===== config.mk =====
export PLATFORM = sky130hd
export DESIGN_NAME = brk_ret_pc
export DESIGN_NICKNAME = d
export VERILOG_FILES = /design/src/rtl/brk_ret_pkg.sv /design/src/rtl/brk_ret_ctrl.sv /design/src/rtl/brk_ret_dp.sv /design/src/rtl/brk_ret_pc.sv
export SDC_FILE = /design/constraint.sdc
export NUM_CORES = 1
export LEC_CHECK = 0
export CAP_MARGIN = 40
export CORE_ASPECT_RATIO = 0.5
export CORE_MARGIN = 1.5
export CORE_UTILIZATION = 34
export CTS_CLUSTER_SIZE = 10
export DETAILED_ROUTE_END_ITERATION = 6
export GPL_TIMING_DRIVEN = 1
export HOLD_SLACK_MARGIN = 0.05
export MAX_ROUTING_LAYER = met4
export PLACE_DENSITY = 0.95
export SLEW_MARGIN = 20
export SYNTH_ARGS = -nofsm -noshare
export SYNTH_HDL_FRONTEND = slang
export SYNTH_SLANG_ARGS = --single-unit

===== constraint.sdc =====
create_clock -name clk -period 2.86 [get_ports clk]
set_clock_uncertainty 0.1 [all_clocks]
set_input_delay 0.429 -clock clk [delete_from_list [all_inputs] [get_ports clk]]
set_output_delay 0.429 -clock clk [all_outputs]
set_load 0.02 [all_outputs]

===== src/rtl/brk_ret_pkg.sv =====
package brk_ret_pkg;

  typedef enum logic [1:0] {
    KIND_FETCH_PRE  = 2'b00,
    KIND_FETCH_POST = 2'b01,
    KIND_DATA_ADDR  = 2'b10,
    KIND_DATA_VAL   = 2'b11
  } brkKind_e;

  typedef enum logic [2:0] {
    SRC_MATCH  = 3'd0,
    SRC_BRANCH = 3'd1,
    SRC_NEXT   = 3'd2,
    SRC_TARGET = 3'd3,
    SRC_FETCH  = 3'd4
  } pcSrc_e;

  typedef struct packed {
    logic   load;
    pcSrc_e src;
    logic   suppress;
  } brkStrobe_t;

endpackage


===== src/rtl/brk_ret_ctrl.sv =====
module brk_ret_ctrl
  import brk_ret_pkg::*;
(
  input  logic       clk,
  input  logic       rstN,
  input  logic       matchValid,
  input  logic [1:0] breakKind,
  input  logic       isDelayedBranch,
  input  logic       inDelaySlot,
  output brkStrobe_t strobe,
  output logic       trapTake
);

  brkKind_e kind;
  assign kind = brkKind_e'(breakKind);

  always_comb begin
    strobe.load     = matchValid;
    strobe.suppress = matchValid && (kind == KIND_FETCH_PRE);
    unique case (kind)
      KIND_FETCH_PRE:  strobe.src = inDelaySlot ? SRC_BRANCH : SRC_MATCH;
      KIND_FETCH_POST: strobe.src = isDelayedBranch ? SRC_TARGET : SRC_NEXT;
      KIND_DATA_ADDR:  strobe.src = SRC_NEXT;
      default:         strobe.src = SRC_FETCH;
    endcase
  end

  always_ff @(posedge clk) begin
    if (!rstN) trapTake <= 1'b0;
    else       trapTake <= matchValid;
  end

  // the strobe lasts a single cycle unless matches come back to back
  a_r9_strobe_pulse: assert property (@(posedge clk) disable iff (!rstN)
    (trapTake && !$past(matchValid)) |-> 1'b0);

endmodule


===== src/rtl/brk_ret_dp.sv =====
module brk_ret_dp
  import brk_ret_pkg::*;
#(
  parameter int AW = 32
) (
  input  logic          clk,
  input  logic          rstN,
  input  brkStrobe_t    strobe,
  input  logic [AW-1:0] matchPc,
  input  logic [AW-1:0] nextPc,
  input  logic [AW-1:0] branchPc,
  input  logic [AW-1:0] branchTarget,
  input  logic [AW-1:0] fetchPc,
  output logic [AW-1:0] savedPc
);

  logic [AW-1:0] pcSel;

  always_comb begin
    unique case (strobe.src)
      SRC_MATCH:  pcSel = matchPc;
      SRC_BRANCH: pcSel = branchPc;
      SRC_NEXT:   pcSel = nextPc;
      SRC_TARGET: pcSel = branchTarget;
      default:    pcSel = fetchPc;
    endcase
  end

  always_ff @(posedge clk) begin
    if (!rstN)            savedPc <= '0;
    else if (strobe.load) savedPc <= pcSel;
  end

  // without a load strobe the return address register holds
  a_r10_hold: assert property (@(posedge clk) disable iff (!rstN)
    !strobe.load |=> $stable(savedPc));

endmodule


===== src/rtl/brk_ret_pc.sv =====
module brk_ret_pc
  import brk_ret_pkg::*;
#(
  parameter int AW = 32
) (
  input  logic          clk,
  input  logic          rstN,
  input  logic          matchValid,
  input  logic [1:0]    breakKind,
  input  logic [AW-1:0] matchPc,
  input  logic [AW-1:0] nextPc,
  input  logic [AW-1:0] branchPc,
  input  logic          isDelayedBranch,
  input  logic [AW-1:0] branchTarget,
  input  logic          inDelaySlot,
  input  logic [AW-1:0] fetchPc,
  output logic [AW-1:0] savedPc,
  output logic          suppressExec,
  output logic          trapTake
);

  brkStrobe_t strobe;

  brk_ret_ctrl uCtrl (
    .clk             (clk),
    .rstN            (rstN),
    .matchValid      (matchValid),
    .breakKind       (breakKind),
    .isDelayedBranch (isDelayedBranch),
    .inDelaySlot     (inDelaySlot),
    .strobe          (strobe),
    .trapTake        (trapTake)
  );

  brk_ret_dp #(.AW(AW)) uDp (
    .clk          (clk),
    .rstN         (rstN),
    .strobe       (strobe),
    .matchPc      (matchPc),
    .nextPc       (nextPc),
    .branchPc     (branchPc),
    .branchTarget (branchTarget),
    .fetchPc      (fetchPc),
    .savedPc      (savedPc)
  );

  assign suppressExec = strobe.suppress;

  // suppression never appears without a match
  a_r4_suppress_needs_match: assert property (@(posedge clk) disable iff (!rstN)
    suppressExec |-> matchValid);

  // a match is followed by the trap strobe
  a_r9_trap_after_match: assert property (@(posedge clk) disable iff (!rstN)
    matchValid |=> trapTake);

  // pre-execution break outside a slot returns to the matched instruction
  a_r2_pre_plain: assert property (@(posedge clk) disable iff (!rstN)
    (matchValid && breakKind == 2'b00 && !inDelaySlot) |=> savedPc == $past(matchPc));

  // pre-execution break in a slot returns to the branch
  a_r3_pre_slot: assert property (@(posedge clk) disable iff (!rstN)
    (matchValid && breakKind == 2'b00 && inDelaySlot) |=> savedPc == $past(branchPc));

  // post-execution break on a delayed branch returns to its target
  a_r6_post_branch: assert property (@(posedge clk) disable iff (!rstN)
    (matchValid && breakKind == 2'b01 && isDelayedBranch) |=> savedPc == $past(branchTarget));

  // address-plus-data break returns to the nearby fetched instruction
  a_r8_data_val: assert property (@(posedge clk) disable iff (!rstN)
    (matchValid && breakKind == 2'b11) |=> savedPc == $past(fetchPc));

endmodule


==> results.txt <==
----------------------------------------------------
[Status]
  Result of the run ... finished clean

[Floorplanning]
  Total number of placement rows ... 20
  Die Height ... 60.5 µm
  Starting density of the core ... 0.361
  Ports placed on the boundary ... 201
  Area of the die ... 7150 µm²
  X dimension of the die ... 118 µm
  Area inside the core boundary ... about 6200 µm²

[Logic synthesis]
  Leading area contributor after synthesis ... sky130_fd_sc_hd__dfxtp_1
  Number of register bits inferred by synthesis ... 33
  Part of the Yosys area used for sequential elements ... 0.293
  Dominant synthesized flop cell ... sky130_fd_sc_hd__dfxtp_1
  Count leader, synth ... sky130_fd_sc_hd__nand2_1
  Number of synthesized flops with an enable pin ... 0
  Yosys synthesis warning count ... 0
  Ys async rst share ... 0
  Fraction of post-synthesis cell area in the top cell type by area ... 0.293
  Cell area after technology mapping ... between 2000 and 2500 µm²
  Distinct cells, synth ... 18
  Ranking of synthesized cells by instance count ... 64 x sky130_fd_sc_hd__nand2_1, 33 x sky130_fd_sc_hd__dfxtp_1, 23 x sky130_fd_sc_hd__a22o_1
  Mapped Cells ... between 200 and 300
  Mean Syn Cell Area ... about 8.8 µm²
  Post-synthesis net count ... 425
  Top area cells in the synthesized netlist ... sky130_fd_sc_hd__dfxtp_1 29%, sky130_fd_sc_hd__nand2_1 11%, sky130_fd_sc_hd__a22o_1 8.9%

[Cells and area]
  Total non-filler cell area in the finished layout ... ~4600 µm²
  Number of nets in the layout ... 623
  P&R area growth vs syn ... 102%
  Antenna fix cells ... 0
  Layout cells sized above 1 ... 0.0727

[Clock tree]
  Clock Path Buffers ... 2
  Sink Count ... 33
  Post-CTS Repair Setup Buffers ... 0
  Number of clock buffers inserted by TritonCTS ... 5
  Clock Pin Slew Worst Setup and Hold Paths ... around 0.060 ns
  Clock tree from TritonCTS ... built
  Library cell used as clock root buffer ... sky130_fd_sc_hd__clkbuf_16
  Worst skew pair latency ... roughly 0.28 ns
  H-tree depth ... 2
  CTS resizes ... 0
  Post-cts hold buffer count ... 0

[Place]
  Input/output buffers ... 200
  Final RePlAce weighted congestion ... 0.864
  Area after detailed placement ... between 4000 and 5000 µm²
  Detailed-placement wirelength estimate ... around 8100 µm

[STA]
  Setup Total Neg Slack ... 0 ns
  Slew at the pin closest to its max-slew limit ... around 0.63 ns
  Number of setup violations in the final report ... 0
  Minimum clock period after layout ... around 2.6 ns
  Max Freq ... a little under 0.4 GHz
  Period utilization ... 0.902
  Setup repair after global routing missed its margin ... no
  Final hold violations ... 0
  Worst slew margin relative to its limit ... 0.581
  Number of max-slew violations in the final report ... 0

[Worst hold path]
  Class of the worst hold path ... reg -> reg
  Cell depth of the worst min-delay path ... 2
  Startpoint of the tightest hold check path ... uDp.savedPc[16]

[Power]
  Sequential share of power ... 0.285
  Relative contribution of combinational cells to total power ... 0.368
  Cell area power density ... 411 nW/µm²
  Reported net switching power ... 0.000525 W
  Leak pwr ... roughly 1.7 nW
  Internal ... about 0.0013 W
  Sw Share ... 0.281
  VDD IR-drop max ... about 0.00027 V
  Clock network fraction of design power ... 0.346

[Global routing]
  First-pass GRT wire length ... 17,000 µm
  Via count of the first global-routing pass ... 3,308
  Sum of overflow across all layers after global routing ... 0
  Total routing usage reported by global routing ... 0.322
  Pin count of the biggest net entering global routing ... 33
  Initial antenna violation count ... 0

[Worst setup path]
  Data arrival time of the critical path ... around 2.1 ns
  Startpoint of the most critical setup path ... breakKind[1]
  Peak fanout along the critical path ... 3
  Category of the worst setup path launch point ... input pin
  Kind of critical path ... in -> out
  Sort of element at the end of the critical path ... output port
  Critical R2R Launch ... uDp.savedPc[8]
  R2R depth ... 2
  Worst path required time ... 2.33 ns

[Detailed routing]
  Final routed DRC violation total ... 0
  Routed wirelength normalized by instance count ... 21.1 µm
  Drt first-iter violations ... ~400
  DRT Wirelength ... 11,500 µm
  Number of optimization iterations in the first detailed-route pass ... 5
  Number of vias after detailed routing ... 3,191
  Post-route ant nets ... 0
  Drt via density ... 5.89

[Flow run]
  Max-Cap Viols ... 0

----------------------------------------------------
[placed cells by master (no fill, tap or decap)]
cell,n
sky130_fd_sc_hd__buf_8,1
sky130_fd_sc_hd__a22o_1,23
sky130_fd_sc_hd__a31oi_1,21
sky130_fd_sc_hd__nor2b_1,1
sky130_fd_sc_hd__buf_4,17
sky130_fd_sc_hd__ha_1,3
sky130_fd_sc_hd__and2_1,5
sky130_fd_sc_hd__nand2_1,64
sky130_fd_sc_hd__clkdlybuf4s50_1,200
sky130_fd_sc_hd__a22oi_4,1
sky130_fd_sc_hd__a21o_1,21
sky130_fd_sc_hd__clkbuf_8,1
sky130_fd_sc_hd__mux4_1,4
sky130_fd_sc_hd__inv_1,3
sky130_fd_sc_hd__dfxtp_1,33
sky130_fd_sc_hd__a221oi_1,21
sky130_fd_sc_hd__mux4_2,7
sky130_fd_sc_hd__clkbuf_1,1
sky130_fd_sc_hd__clkbuf_16,5
sky130_fd_sc_hd__o221ai_1,21
sky130_fd_sc_hd__bufinv_16,1
[routing by layer]
layer	wire length [µm]	vias to the layer above	track usage	share of wire
li1	-	1412	-	-
met1	4290	1506	0.349	0.37
met2	5810	217	0.568	0.51
met3	802	56	0.0648	0.070
met4	561	0	0.202	0.049
met5	0	-	-	0
[final cells by class]
cell class                 instances  area (µm²)
clock inverter                     1        30.0
timing repair buffer             218        2140
tap                               88         110
fill                             411        1670
inverter                           3        11.3
sequential                        33         661
clock buffer                       7         143
multi-input combinational        192        1460
[worst max-delay path, stage by stage]
cell	delay, ns
sky130_fd_sc_hd__clkdlybuf4s50_1	0.46
sky130_fd_sc_hd__inv_1	0.11
sky130_fd_sc_hd__ha_1	0.27
sky130_fd_sc_hd__and2_1	0.17
sky130_fd_sc_hd__clkdlybuf4s50_1	0.61
[power groups by stage]
stage | clock (W) | combinational (W) | sequential (W)
after floorplan | 0 | 0.000232 | 0.000587
after global placement | 0 | 0.000650 | 0.000538
after detailed placement | 0 | 0.000663 | 0.000541
after CTS | 0.000652 | 0.000675 | 0.000533
after global routing | 0.000680 | 0.000721 | 0.000539
final | 0.000648 | 0.000689 | 0.000534
[stage by stage]
stage	utilization	worst slack, ns	power, W	hold slack [ns]	instances
5_1_grt	0.731	0.267	0.00194	0.513	542
3_3_place_gp	0.700	0.248	0.00119	0.463	532
6_report	0.731	0.280	0.00187	0.482	542
3_5_place_dp	0.700	0.179	0.00120	0.476	532
2_1_floorplan	-	0.815	0.000819	0.467	255
4_1_cts	0.728	0.364	0.00186	0.480	540
[worst paths after layout]
path | to | slack, ns
min | uDp.savedPc[16] | 0.48
max | suppressExec | 0.28
max reg2reg | uDp.savedPc[8] | 1.69
min reg2reg | uDp.savedPc[16] | 0.48
[cell families after synthesis]
group           after synthesis  synth area share
compound gates              108             0.391
fa+ha+maj                     3            0.0167
buf+inv                      30            0.0589
flops                        33             0.293
mux                          11             0.117
simple gates                 70             0.123
[flip-flops by register name, indices dropped and copies added, names as in the netlist]
register / flops
uCtrl.trapTake: 1
uDp.savedPc: 32
No activity file was read; power rests on OpenSTA's default activity.
